`src/rtl/majram_pkg.sv`:
```
package majram_pkg;

  // Strobes passed from the controller to the cell datapath.
  typedef struct packed {
    logic setL;     // held force line A for the current storage cycle
    logic clrL;     // held force line B for the current storage cycle
    logic wrRd;     // held write/read-not for the current storage cycle
    logic capture;  // high on the edge that samples a new operation
  } strobes_t;

endpackage

```
`src/rtl/maj3.sv`:
```
module maj3 (
  input  logic a,
  input  logic b,
  input  logic c,
  output logic y
);
  assign y = (a & b) | (a & c) | (b & c);
endmodule

```
`src/rtl/maj5.sv`:
```
module maj5 (
  input  logic a,
  input  logic b,
  input  logic c,
  input  logic d,
  input  logic e,
  output logic y
);
  logic [2:0] ones;
  assign ones = {2'b00, a} + {2'b00, b} + {2'b00, c} + {2'b00, d} + {2'b00, e};
  assign y    = (ones >= 3'd3);
endmodule

```
`src/rtl/majram_ctrl.sv`:
```
module majram_ctrl
  import majram_pkg::*;
#(
  parameter int WORDS = 4,
  parameter int ZONES = 4,
  localparam int AW   = (WORDS > 1) ? $clog2(WORDS) : 1,
  localparam int PW   = (ZONES > 1) ? $clog2(ZONES) : 1
) (
  input  logic             clk,
  input  logic             rstN,
  input  logic             enable,
  input  logic             wrRd,
  input  logic             setLine,
  input  logic             clrLine,
  input  logic [AW-1:0]    addr,
  output strobes_t         strobes,
  output logic [WORDS-1:0] wordSel,
  output logic             atBoundary
);

  localparam logic [PW-1:0] LAST_PHASE = PW'(ZONES - 1);

  logic [PW-1:0] phase;
  logic          heldSet, heldClr, heldWr;

  assign atBoundary = (phase == '0);

  always_ff @(posedge clk) begin
    if (!rstN) begin
      phase <= '0;
    end else if (phase == LAST_PHASE) begin
      phase <= '0;
    end else begin
      phase <= phase + 1'b1;
    end
  end

  // Operation register: loaded once per storage cycle, held for ZONES edges.
  always_ff @(posedge clk) begin
    if (!rstN) begin
      heldSet <= 1'b0;
      heldClr <= 1'b1;
      heldWr  <= 1'b0;
      wordSel <= '0;
    end else if (atBoundary) begin
      heldSet <= setLine;
      heldClr <= clrLine;
      heldWr  <= wrRd;
      for (int w = 0; w < WORDS; w++) begin
        wordSel[w] <= enable && (addr == AW'(w));
      end
    end
  end

  always_comb begin
    strobes.setL    = heldSet;
    strobes.clrL    = heldClr;
    strobes.wrRd    = heldWr;
    strobes.capture = atBoundary;
  end

endmodule

```
`src/rtl/majram_dp.sv`:
```
module majram_dp
  import majram_pkg::*;
#(
  parameter int WORDS = 4,
  parameter int WIDTH = 4,
  parameter int ZONES = 4
) (
  input  logic                   clk,
  input  logic                   rstN,
  input  strobes_t               strobes,
  input  logic [WORDS-1:0]       wordSel,
  input  logic [WIDTH-1:0]       din,
  output logic [WORDS*WIDTH-1:0] cellOut
);

  logic [WIDTH-1:0] dinHeld;

  always_ff @(posedge clk) begin
    if (!rstN) begin
      dinHeld <= '0;
    end else if (strobes.capture) begin
      dinHeld <= din;
    end
  end

  for (genvar w = 0; w < WORDS; w++) begin : g_word
    for (genvar b = 0; b < WIDTH; b++) begin : g_bit
      logic [ZONES-1:0] ring;
      logic wrGate, wrGateN, newPath, oldPath, voted;

      // AND of select and write: majority with one input tied low
      maj3 u_wrAnd  (.a(wordSel[w]), .b(strobes.wrRd), .c(1'b0), .y(wrGate));
      assign wrGateN = ~wrGate;
      maj3 u_newAnd (.a(wrGate),  .b(dinHeld[b]),     .c(1'b0), .y(newPath));
      maj3 u_oldAnd (.a(wrGateN), .b(ring[ZONES-1]),  .c(1'b0), .y(oldPath));
      // Final vote: force lines plus a constant 1 bias the data paths
      maj5 u_vote (
        .a(newPath), .b(oldPath), .c(strobes.setL), .d(strobes.clrL), .e(1'b1),
        .y(voted)
      );

      always_ff @(posedge clk) begin
        if (!rstN) begin
          ring <= '0;
        end else begin
          ring <= {ring[ZONES-2:0], voted};
        end
      end

      assign cellOut[w*WIDTH + b] = ring[ZONES-1];
    end
  end

endmodule

```
`src/rtl/majram_array.sv`:
```
module majram_array
  import majram_pkg::*;
#(
  parameter int WORDS = 4,
  parameter int WIDTH = 4,
  parameter int ZONES = 4,
  localparam int AW   = (WORDS > 1) ? $clog2(WORDS) : 1
) (
  input  logic                   clk,
  input  logic                   rstN,
  input  logic                   enable,
  input  logic                   wrRd,
  input  logic                   setLine,
  input  logic                   clrLine,
  input  logic [AW-1:0]          addr,
  input  logic [WIDTH-1:0]       din,
  output logic [WORDS*WIDTH-1:0] cellOut
);

  strobes_t         strobes;
  logic [WORDS-1:0] wordSel;
  logic             atBoundary;

  majram_ctrl #(.WORDS(WORDS), .ZONES(ZONES)) u_ctrl (
    .clk(clk), .rstN(rstN), .enable(enable), .wrRd(wrRd),
    .setLine(setLine), .clrLine(clrLine), .addr(addr),
    .strobes(strobes), .wordSel(wordSel), .atBoundary(atBoundary)
  );

  majram_dp #(.WORDS(WORDS), .WIDTH(WIDTH), .ZONES(ZONES)) u_dp (
    .clk(clk), .rstN(rstN), .strobes(strobes), .wordSel(wordSel),
    .din(din), .cellOut(cellOut)
  );

endmodule

```
`config.mk`:
```
export PLATFORM = sky130hd
export DESIGN_NAME = majram_array
export DESIGN_NICKNAME = d
export VERILOG_FILES = /design/src/rtl/majram_pkg.sv /design/src/rtl/maj3.sv /design/src/rtl/maj5.sv /design/src/rtl/majram_ctrl.sv /design/src/rtl/majram_dp.sv /design/src/rtl/majram_array.sv
export SDC_FILE = /design/constraint.sdc
export NUM_CORES = 1
export LEC_CHECK = 0
export BUFFER_PORTS_ARGS = -buffer_cell sky130_fd_sc_hd__clkbuf_2
export CAP_MARGIN = 10
export CORE_ASPECT_RATIO = 0.75
export CORE_MARGIN = 3
export CORE_UTILIZATION = 50
export DETAILED_ROUTE_END_ITERATION = 10
export PLACE_DENSITY = 0.8
export SLEW_MARGIN = 15
export SYNTH_ARGS = -nofsm -noshare
export SYNTH_HDL_FRONTEND = slang
export SYNTH_SLANG_ARGS = --single-unit
```
`constraint.sdc`:
```
create_clock -name clk -period 1.95 [get_ports clk]
set_input_delay 0.2925 -clock clk [delete_from_list [all_inputs] [get_ports clk]]
set_output_delay 0.2925 -clock clk [all_outputs]
set_load 0.1 [all_outputs]
```
### Word level (Yosys, flattened, before mapping)

Index checks and enable logic that the tools add are counted.

* register bits: 77
* input port bits: 12
* output and inout port bits: 16
* word-level logic and storage cells: 155

* add/sub/neg operators: 65
* $lt $le $gt $ge: 16
* equal/unequal tests: 4
* bitwise operators: 41
* reductions and logical operators: 7

Operators with widths (count)
* $add 3x1->3: 32
* $add 3x1->3 const B: 16
* $ge 3x2->1 const B: 16
* $and 1x1->1: 36
* $add 1x1->2: 16
* $eq 2x2->1 const B: 3
* $not 1->1: 5
* $logic_and 1x1->1: 4
* $logic_not 2->1: 2
* $add 2x1->2 const B: 1
* $eq 2x1->1 const B: 1
* $reduce_or 2->1: 1

### Logic depth before layout (Yosys ltp)

Gate-level depths: netlist (run 1).

* depth in word-level cells: 8
* depth in mapped cells: 9
* depth with buffers taken out: 9

### Modules after synthesis

From an unflattened synthesis (run 1), not the netlist that was laid out.

* cells, all modules: 477
* area, all modules: 4737.0 sq um

By module, submodules not included
* majram_dp: times used 1, cells an instance 182, area each 2094.5 sq um, sequential area each 1361.3 sq um
* maj5: times used 16, cells an instance 13, area each 105.1 sq um, sequential area each 0.0 sq um
* maj3: times used 48, cells an instance 1, area each 11.3 sq um, sequential area each 0.0 sq um
* majram_ctrl: times used 1, cells an instance 39, area each 420.4 sq um, sequential area each 180.2 sq um

### Worst setup path after synthesis (run 1)

No wires, ideal clock.

* kind: reg2reg
* start: register u_ctrl.heldWr
* end: register u_dp.g_word[1].g_bit[0].ring[0]
* setup time: 0.076 ns
* arrival: 1.815 ns
* data required time: 1.874 ns
* setup slack: 0.059 ns
* stages on the path, launching flop included: 10
* buffers on the path: 0
* clock period less this slack: 1.891 ns
* cells stage by stage: dfxtp_1 nand2_1 mux2i_1 ha_1 inv_1 ha_1 inv_1 fa_1 nand2b_1 a21boi_0

* word-level cells in the longest chain between the ends: 8
* elaborated cells on any way between the ends: 9
* those cells by class: 4 x add/sub; 1 x order compare; 4 x bitwise

RTL lines
* start: declaration: RTL line majram_ctrl.sv:24 `logic heldSet, heldClr, heldWr;`
* start signal: assignment: RTL line majram_ctrl.sv:48 `heldWr <= wrRd;`
* $and 1x1->1 (*): RTL line maj3.sv:7 `assign y = (a & b) | (a & c) | (b & c);`
* $not 1->1: RTL line majram_dp.sv:33 `assign wrGateN = ~wrGate;`
* $and 1x1->1: RTL line maj3.sv:7
* $add 1x1->2 (*): RTL line maj5.sv:10 `assign ones = {2'b00, a} + {2'b00, b} + {2'b00, c} + {2'b00, d} + {2'b00, e};`
* $add 3x1->3 (*) (3 in series): RTL line maj5.sv:10
* $ge 3x2->1 (*): RTL line maj5.sv:11 `assign y = (ones >= 3'd3);`
* end signal: assignment: RTL line majram_dp.sv:46 `ring <= {ring[ZONES-2:0], voted};`
* end: declaration: RTL line majram_dp.sv:28 `logic [ZONES-1:0] ring;`

Every way passes the cells marked *; elsewhere a longest branch is shown, timed or not.
A chain may end at the register's enable or synchronous reset.

### Final worst setup path (run 1)

* start: register u_ctrl.heldWr
* end: register u_dp.g_word[3].g_bit[2].ring[0]

* word-level cells in the longest chain between the ends: 8
* elaborated cells on any way between the ends: 9
* those cells by class: 4 x add/sub; 1 x order compare; 4 x bitwise

RTL lines (RTL line)
* $and 1x1->1 (*): maj3.sv:7
* $not 1->1: majram_dp.sv:33
* $and 1x1->1: maj3.sv:7
* $add 1x1->2 (*): maj5.sv:10
* $add 3x1->3 (*) (3 in series): maj5.sv:10
* $ge 3x2->1 (*): maj5.sv:11
* end signal: assignment: majram_dp.sv:46
* end: declaration: majram_dp.sv:28

Marked as above.

==> run_results.csv, run 1 <==
group,metric,value,unit
clock_tree,cts_sinks,77,
timing,post-route-min-period,2.02,ns
finish,fin_cells,456,
clock_tree,clk_pin_slew_worst_paths,0.08,ns
floorplan,io_pins,28,
critical_path,critPathMaxFanout,5,
clock_tree,post_cts_buffers,0,
clock_tree,cts_tree,"built",
critical_path,worstSetupPathType,"register to register",
place,postPlaceCellArea,3820,um2
yosys,synth_ff_type,"dfxtp_1",
yosys,ys_warn_count,0,
global_route,grt_pass1_wl,9840,um
detailed_routing,avgRoutedWirePerCell,12.8,um
min_path,hold_class,"primary input to register",
pwr,finalPower,4.11,mW
global_route,track_usage,0.155,
floorplan,die-area,8320,um2
global_route,met3_usage,0.0469,
critical_path,crit_required,2.22,ns
floorplan,core,6930,um2
outcome,outcome,"complete, but fails checks",
pwr,cellPowerDensity,971,nW/um2
floorplan,die_width,104,um
timing,hold_violations,0,
timing,fmax,0.495,GHz
critical_path,cp_cell_sequence,"nand2_4, mux2i_1, ha_1, inv_1, ha_2, inv_2, fa_1, nand2b_4, a21boi_2",
finish,stdcell_area,4240,um2
timing,slew-limit-headroom,0.544,
critical_path,startpoint_type,"register",
yosys,synth_top_area_share,0.425,
critical_path,crit_slowest_cell,"fa_1",
timing,fin_crit_sh,1.04,
critical_path,crit_path_start,"u_ctrl.heldWr",
finish,area_delta_synth_final,16.9,%
yosys,ys_seq_elements,77,
place,numPlacedInstances,440,
place,globalplace.congestion,0.701,
detailed_routing,drc,0,
finish,diodes,0,
global_route,grt_overflow,0,
timing,finalSetupViolations,10,
place,dp_hpwl,3840,um
global_route,grt_pass1_vias,2096,
min_path,min_from,"clrLine",
critical_path,r2r-start,"u_ctrl.heldWr",
global_route,grtUsageMet2,0.263,
clock_tree,root_buffer,"clkbuf_8",
critical_path,endpoint_kind,"register",
detailed_routing,drtIter0Drc,47,
floorplan,die_h,79.7,um
yosys,yosysSeqAreaShare,0.425,
detailed_routing,viasPerCell,4.52,
timing,rsz0062_at_grt,"true",
global_route,top_usage_layer,"met2",
yosys,synthCells,317,
timing,worst_pin_slew,0.684,ns
critical_path,cp.arrival,2.29,ns
clock_tree,clock_latency,0.34,ns
timing,setup_tns,-0.274,ns
critical_path,cpPeakStageDelay,0.44,ns
clock_tree,cts_hold_buf,0,
job,cap_violations,0,
detailed_routing,via_count,2062,
floorplan,start_util,0.523,
detailed_routing,firstDrtPassIters,4,
yosys,synth_cell_type_count,24,
yosys,synthTopCellsByArea,"dfxtp_1 43%, ha_1 12%, fa_1 8.8%",
yosys,yosysTopAreaCell,"dfxtp_1",
timing,whs,0.167,ns
timing,setup_slack,-0.0703,ns
detailed_routing,ant_nets,0,
yosys,synth_edf_count,0,
yosys,ys_async_sr_fraction,0,
pwr,worst_ir_drop_vdd,411,uV
place,port_buffers,27,
yosys,synthMostInstantiatedCell,"dfxtp_1",
global_route,grt_util_met1,0.183,
floorplan,core.rowCount,26,
detailed_routing,wl,5850,um
global_route,antenna_found_initial,0,
finish,fin_util,0.612,
clock_tree,htree_num_levels,3,
clock_tree,clk_path_buf_depth,2,
finish,num-nets-final,415,
global_route,grt_max_degree,78,
yosys,synth_area,3620,um2
timing,finalMaxSlewViolations,0,
yosys,synth_area_per_cell,11.4,um2
finish,layout-drive-gt1-share,0.285,
pwr,p_leak,2.08,nW
yosys,synth.cells.most_frequent,"77 x dfxtp_1, 48 x and2_1, 35 x inv_1",
clock_tree,cts_buffers,9,
timing,fin_skew,0.00605,ns
place,preCtsSetupSlack,-0.188,ns
outcome,violations,"setup timing",
## cells by family after synthesis
family / count (synthesis) / share of synthesized area
AOI/OAI and AO/OA: 20 / 0.0559
adders and majority gates: 50 / 0.206
and+or+nand+nor: 85 / 0.155
muxes: 23 / 0.0635
DFF: 77 / 0.425
other: 1 / 0.00103
buffers and inverters: 61 / 0.0939
## power breakdown
| part | leakage (nW) | switching [mW] | total [mW] | internal (mW) |
|---|---|---|---|---|
| Sequential | 0.633 | 0.0585 | 1.78 | 1.72 |
| Combinational | 1.33 | 0.484 | 0.995 | 0.511 |
| Clock | 0.116 | 0.556 | 1.34 | 0.787 |
## layout by cell type (no fill, tap or decap)
| cell | netlist | layout |
|---|---|---|
| fa_1 | 16 | 16 |
| and2b_4 | 1 | 1 |
| and2_1 | 48 | 48 |
| dfxtp_1 | 77 | 76 |
| nor2b_1 | 6 | 6 |
| ha_2 | 0 | 2 |
| nand4_1 | 1 | 1 |
| nand4b_1 | 2 | 2 |
| buf_12 | 1 | 2 |
| dfxtp_4 | 0 | 1 |
| and3b_1 | 1 | 1 |
| conb_1 | 1 | 16 |
| clkbuf_1 | 0 | 1 |
| and4bb_1 | 1 | 1 |
| inv_2 | 0 | 4 |
| clkbuf_2 | 0 | 27 |
| clkinv_2 | 0 | 2 |
| ha_4 | 0 | 1 |
| buf_4 | 18 | 7 |
| nand2b_4 | 3 | 19 |
| mux2i_2 | 0 | 2 |
| mux2i_1 | 23 | 21 |
| inv_1 | 35 | 31 |
| clkbuf_8 | 0 | 11 |
| o21a_1 | 1 | 1 |
| nand2_4 | 0 | 4 |
| ha_1 | 34 | 31 |
| nand2_1 | 5 | 1 |
| nor3b_1 | 1 | 1 |
| a21boi_1 | 0 | 2 |
| a21boi_2 | 14 | 17 |
| bufinv_16 | 0 | 2 |
## path summary, 6_finish.rpt
check	to	slack (ns)	cells past startpoint
max	u_dp.g_word[3].g_bit[2].ring[0]	-0.07	9
min reg2reg	u_dp.g_word[3].g_bit[1].ring[1]	0.43	1
max reg2reg	u_dp.g_word[3].g_bit[2].ring[0]	-0.07	9
min	u_ctrl.heldClr	0.17	3
## area by class of cell
class                   instances  area, um2
flip-flops and latches         77       1550
repair buffers                 36        228
well taps                      98        123
multi-input cells             194       1990
fillers                       548       2690
clock buffers                  12        155
clock inverters                 4       70.1
inverters                      35        131
## sequential cells by signal (all words and copies together) (netlist names)
name                    cells
u_dp.g_word.g_bit.ring     64
u_ctrl.heldClr              1
u_ctrl.heldSet              1
u_ctrl.phase                2
u_ctrl.wordSel              4
u_ctrl.heldWr               1
u_dp.dinHeld                4
## timing repair
action,CTS,global route
pin swaps,15,19
resized for setup,30,14
endpoints found under the setup margin,16,16
## routing by layer
| layer | vias to the layer above | wire length, um |
|---|---|---|
| met5 | - | 0 |
| li1 | 1038 | - |
| met4 | 0 | 90 |
| met3 | 12 | 161 |
| met1 | 990 | 2650 |
| met2 | 22 | 2940 |
## worst max-delay path: cells and delay by family, from the launching register on
family | cells | cell delay, ns
mux | 1 | 0.21
buf+inv | 2 | 0.11
compound gates | 1 | 0.11
flops | 1 | 0.39
fa+ha+maj | 3 | 0.87
simple gates | 2 | 0.26
No activity file was read; power rests on OpenSTA's default activity.
==> run 2, diff against run 1 <==
--- a/config.mk
+++ b/config.mk
@@ -9,9 +9,9 @@
 export CAP_MARGIN = 10
 export CORE_ASPECT_RATIO = 0.75
 export CORE_MARGIN = 3
-export CORE_UTILIZATION = 50
+export CORE_UTILIZATION = 54
 export DETAILED_ROUTE_END_ITERATION = 10
-export PLACE_DENSITY = 0.8
+export PLACE_DENSITY = 0.85
 export SLEW_MARGIN = 15
 export SYNTH_ARGS = -nofsm -noshare
 export SYNTH_HDL_FRONTEND = slang
==> run_results.csv, run 2 (synthesis gave the netlist of run 1 again) <==
group,metric,value,unit
timing,fin_crit_sh,1.03,
timing,fin_skew,0.00371,ns
job,cap_violations,0,
floorplan,core.rowCount,25,
pwr,p_clk_frac,0.355,
critical_path,crit_required,2.24,ns
min_path,hold_class,"primary input to register",
timing,rsz0062_at_grt,"true",
place,port_buffers,27,
timing,fmax,0.497,GHz
pwr,p_leak,2.09,nW
detailed_routing,wl,6080,um
outcome,violations,"setup timing",
critical_path,endpoint_kind,"register",
detailed_routing,firstDrtPassIters,4,
clock_tree,cts_tree,"built",
floorplan,die-area,7740,um2
clock_tree,root_buffer,"clkbuf_8",
clock_tree,clock_latency,0.35,ns
detailed_routing,avgRoutedWirePerCell,13.9,um
detailed_routing,drc,0,
finish,area_delta_synth_final,16.7,%
place,globalplace.congestion,0.713,
pwr,p_sw_frac,0.257,
global_route,antenna_found_initial,0,
floorplan,start_util,0.565,
pwr,p_comb_frac,0.227,
finish,top_regs,"u_dp.g_word.g_bit.ring (64), u_ctrl.wordSel (4), u_dp.dinHeld (4)",
global_route,grt_max_degree,78,
global_route,track_usage,0.178,
pwr,p_int,3.16,mW
clock_tree,clk_path_buf_depth,2,
finish,top_register,"u_dp.g_word.g_bit.ring",
detailed_routing,ant_nets,0,
timing,finalMaxSlewViolations,0,
finish,largest_reg_flops,64,
timing,finalSetupViolations,11,
outcome,outcome,"complete, but fails checks",
timing,setup_tns,-0.461,ns
finish,num-nets-final,415,
pwr,pwr-share-seq,0.418,
clock_tree,clk_pin_slew_worst_paths,0.08,ns
finish,fin_cells,439,
global_route,grt_pass1_wl,10500,um
place,preCtsSetupSlack,-0.243,ns
floorplan,die_width,101,um
timing,worst_pin_slew,0.670,ns
critical_path,startpoint_type,"register",
place,postPlaceCellArea,3800,um2
clock_tree,cts_sinks,77,
place,dp_hpwl,4100,um
critical_path,critPathMaxFanout,5,
detailed_routing,drtIter0Drc,63,
critical_path,cp.arrival,2.30,ns
clock_tree,htree_num_levels,3,
pwr,switchingPower,1.10,mW
place,numPlacedInstances,423,
timing,slew-limit-headroom,0.554,
clock_tree,cts_hold_buf,0,
critical_path,worstSetupPathType,"register to register",
floorplan,core,6410,um2
timing,setup_slack,-0.0627,ns
detailed_routing,via_count,2132,
finish,stdcell_area,4230,um2
global_route,grt_pass1_vias,2255,
timing,hold_violations,0,
floorplan,die_h,77.0,um
finish,fin_util,0.660,
global_route,grt_overflow,0,
detailed_routing,viasPerCell,4.86,
finish,diodes,0,
finish,layout_commonest_cell,"dfxtp_1",
finish,mostFrequentLayoutCells,"76 x dfxtp_1, 48 x and2_1, 35 x inv_1, 34 x ha_1, 27 x clkbuf_2",
floorplan,io_pins,28,
pwr,worst_ir_drop_vdd,507,uV
clock_tree,cts_buffers,9,
finish,layout-drive-gt1-share,0.265,
timing,post-route-min-period,2.01,ns
pwr,cellPowerDensity,1010,nW/um2
==> run 2: cell count changes in the layout (fill, tap and decap cells not counted), moves of 2 or more <==
cell / delta
ha_2: -2
inv_1: +4
inv_2: -4
clkinv_2: -2
ha_1: +3
==> run 2: path summary, 6_finish.rpt <==
path,startpoint,cells past startpoint,slack [ns],endpoint
setup / recovery,u_ctrl.heldWr,9,-0.06,u_dp.g_word[0].g_bit[0].ring[0]
hold / removal,clrLine,3,0.20,u_ctrl.heldClr
setup reg to reg,u_ctrl.heldWr,9,-0.06,u_dp.g_word[0].g_bit[0].ring[0]
hold reg to reg,u_dp.g_word[0].g_bit[1].ring[2],1,0.44,u_dp.g_word[0].g_bit[1].ring[3]
==> run 2: critical path, cell delays in order (launching register included) <==
cell      delay, ns
dfxtp_4        0.39
nand2_4        0.11
mux2i_2        0.25
ha_1           0.26
inv_1          0.06
ha_1           0.13
inv_1          0.05
fa_1           0.43
nand2b_4       0.15
a21boi_2       0.11
==> run 2: routing by layer <==
layer,part of all wire,up-vias,track usage
li1,-,1043,-
met1,0.43,1039,0.202
met2,0.51,39,0.303
met3,0.041,11,0.0582
met4,0.018,0,0.0767
met5,0,-,0
==> run 2: cell type report <==
cell class	count	area [um2]
flip-flops and latches	77	1550
clock inverters	3	90.1
well taps	81	101
inverters	35	131
fillers	462	2180
clock buffers	13	169
multi-input cells	194	1960
repair buffers	36	228
==> run 2: power groups by stage <==
stage                     Clock [mW]  Sequential, mW  Combinational (mW)
after CTS                       1.55            1.78               0.929
after global routing            1.62            1.80                1.09
after detailed placement           0            1.81               0.759
final                           1.51            1.78               0.966
after floorplan                    0            1.79               0.620
after global placement             0            1.81               0.707
==> run 2: stage by stage <==
stage / hold slack [ns] / total power, mW
after floorplan: 0.412 / 2.41
after global placement: 0.413 / 2.51
after detailed placement: 0.418 / 2.57
after CTS: 0.175 / 4.26
after global routing: 0.183 / 4.51
final: 0.197 / 4.26
==> run 2: timing repair <==
item / 4_1_cts / 5_1_grt
setup buffers: 0 / 0
setup endpoints to repair: 16 / 16
pin swaps: 12 / 8
resized for setup: 30 / 6
==> run 3, diff against run 2 <==
--- a/config.mk
+++ b/config.mk
@@ -12,6 +12,7 @@
 export CORE_UTILIZATION = 54
 export DETAILED_ROUTE_END_ITERATION = 10
 export PLACE_DENSITY = 0.85
+export RECOVER_POWER = 50
 export SLEW_MARGIN = 15
 export SYNTH_ARGS = -nofsm -noshare
 export SYNTH_HDL_FRONTEND = slang
==> run_results.csv, run 3 (synthesis gave the netlist of run 1 again) <==
group,metric,value,unit
outcome,outcome,"complete, but fails checks",
outcome,violations,"setup timing",
timing,setup_tns,-0.461,ns
pwr,worst_ir_drop_vdd,507,uV
pwr,p_leak,2.09,nW
critical_path,ff2ff_setup_slack,-0.06,ns
pwr,p_comb_frac,0.227,
critical_path,critPathMaxFanout,5,
pwr,pwr-share-seq,0.418,
pwr,p_int,3.16,mW
detailed_routing,wl,6080,um
timing,finalSetupViolations,11,
detailed_routing,viasPerCell,4.86,
clock_tree,htree_num_levels,3,
timing,hold_violations,0,
timing,fin_crit_sh,1.03,
detailed_routing,ant_nets,0,
timing,setup_slack,-0.0627,ns
clock_tree,root_buffer,"clkbuf_8",
critical_path,r2r-end,"u_dp.g_word[0].g_bit[0].ring[0]",
timing,fin_skew,0.00371,ns
floorplan,core,6410,um2
finish,top_regs,"u_dp.g_word.g_bit.ring (64), u_ctrl.wordSel (4), u_dp.dinHeld (4)",
finish,mostFrequentLayoutCells,"76 x dfxtp_1, 48 x and2_1, 35 x inv_1, 34 x ha_1, 26 x clkbuf_2",
floorplan,die-area,7740,um2
pwr,finalPower,4.26,mW
clock_tree,cts_buffers,9,
global_route,grt_max_degree,78,
clock_tree,clk_pin_slew_worst_paths,0.08,ns
detailed_routing,firstDrtPassIters,4,
finish,top_register,"u_dp.g_word.g_bit.ring",
finish,fill_cells,463,
place,postPlaceCellArea,3800,um2
clock_tree,clock_latency,0.35,ns
finish,largest_reg_flops,64,
place,globalplace.congestion,0.713,
finish,layout-drive-gt1-share,0.263,
min_path,min_from,"clrLine",
place,port_buffers,27,
clock_tree,cts_sinks,77,
finish,stdcell_area,4230,um2
clock_tree,cts_hold_buf,0,
global_route,grt_pass1_vias,2255,
min_path,hold_class,"primary input to register",
finish,num-nets-final,415,
critical_path,r2r-start,"u_ctrl.heldWr",
timing,rsz0062_at_grt,"true",
critical_path,startpoint_type,"register",
global_route,grt_overflow,0,
finish,layout_commonest_cell,"dfxtp_1",
critical_path,endpoint_kind,"register",
timing,slew-limit-headroom,0.554,
timing,worst_pin_slew,0.670,ns
floorplan,io_pins,28,
floorplan,core.rowCount,25,
timing,whs,0.197,ns
finish,diodes,0,
pwr,cellPowerDensity,1010,nW/um2
job,cap_violations,0,
critical_path,crit_path_end,"u_dp.g_word[0].g_bit[0].ring[0]",
timing,fmax,0.497,GHz
floorplan,start_util,0.565,
floorplan,die_width,101,um
global_route,grt_pass1_wl,10500,um
detailed_routing,via_count,2132,
floorplan,die_h,77.0,um
clock_tree,clk_path_buf_depth,2,
global_route,track_usage,0.178,
detailed_routing,drc,0,
critical_path,worstRegToRegCells,9,
detailed_routing,drtIter0Drc,63,
global_route,antenna_found_initial,0,
critical_path,worstSetupPathType,"register to register",
clock_tree,post_cts_buffers,0,
pwr,p_sw_frac,0.257,
pwr,switchingPower,1.10,mW
clock_tree,cts_tree,"built",
timing,post-route-min-period,2.01,ns
detailed_routing,avgRoutedWirePerCell,13.9,um
place,dp_hpwl,4100,um
critical_path,cp.arrival,2.30,ns
timing,finalMaxSlewViolations,0,
finish,area_delta_synth_final,16.6,%
pwr,p_clk_frac,0.355,
critical_path,crit_path_start,"u_ctrl.heldWr",
critical_path,crit_required,2.24,ns
-- run 3: cell counts in the layout (fill, tap and decap cells not counted) --
Identical to the previous run, type by type.
-- run 3: area by class of cell --
type | instances | area (um2) | area share
timing repair buffer | 36 | 226 | 0.0536
inverter | 35 | 131 | 0.0311
tap | 81 | 101 | 0.0240
multi-input combinational | 194 | 1960 | 0.465
clock buffer | 13 | 169 | 0.0400
clock inverter | 3 | 90.1 | 0.0213
sequential | 77 | 1550 | 0.365
-- run 3: worst min-delay path by stage --
stage / to / slack [ns] / cells past startpoint
after floorplan: u_dp.g_word[0].g_bit[0].ring[1] / 0.41 / 1
after global placement: u_dp.g_word[2].g_bit[0].ring[2] / 0.41 / 1
after detailed placement: u_dp.g_word[1].g_bit[1].ring[3] / 0.42 / 1
after CTS: u_ctrl.heldClr / 0.18 / 3
after global routing: u_ctrl.heldClr / 0.18 / 3
final: u_ctrl.heldClr / 0.20 / 3
-- run 3: what timing repair did --
item,CTS,global route
endpoints found under the setup margin,16,16
pin swaps,12,8
resized for setup,30,6
-- run 3: power by group through the flow --
stage	Clock [mW]	Combinational (mW)	Sequential (mW)
detailed placement	0	0.759	1.81
floorplan	0	0.620	1.79
finish	1.51	0.966	1.78
CTS	1.55	0.929	1.78
global route	1.62	1.09	1.80
global placement	0	0.707	1.81
-- run 3: metrics by stage --
| step | utilization | cells | worst slack, ns |
|---|---|---|---|
| 6_report | 0.659 | 439 | -0.0627 |
| 2_1_floorplan | - | 332 | 0.0593 |
| 3_5_place_dp | 0.593 | 423 | -0.243 |
| 4_1_cts | 0.655 | 439 | -0.0684 |
| 3_3_place_gp | 0.593 | 423 | -0.108 |
| 5_1_grt | 0.659 | 439 | -0.188 |
-- run 3: critical path: stages (launching register included) --
cell and delay (ns):
dfxtp_4 0.39, nand2_4 0.11, mux2i_2 0.25, ha_1 0.26
inv_1 0.06, ha_1 0.13, inv_1 0.05, fa_1 0.43
nand2b_4 0.15, a21boi_2 0.11
-- run 3: layer usage --
metal / part of all wire / routed length, um / global-route usage
met1: 0.43 / 2640 / 0.202
met2: 0.51 / 3080 / 0.303
met3: 0.041 / 252 / 0.0582
met4: 0.018 / 110 / 0.0767
met5: 0 / 0 / 0
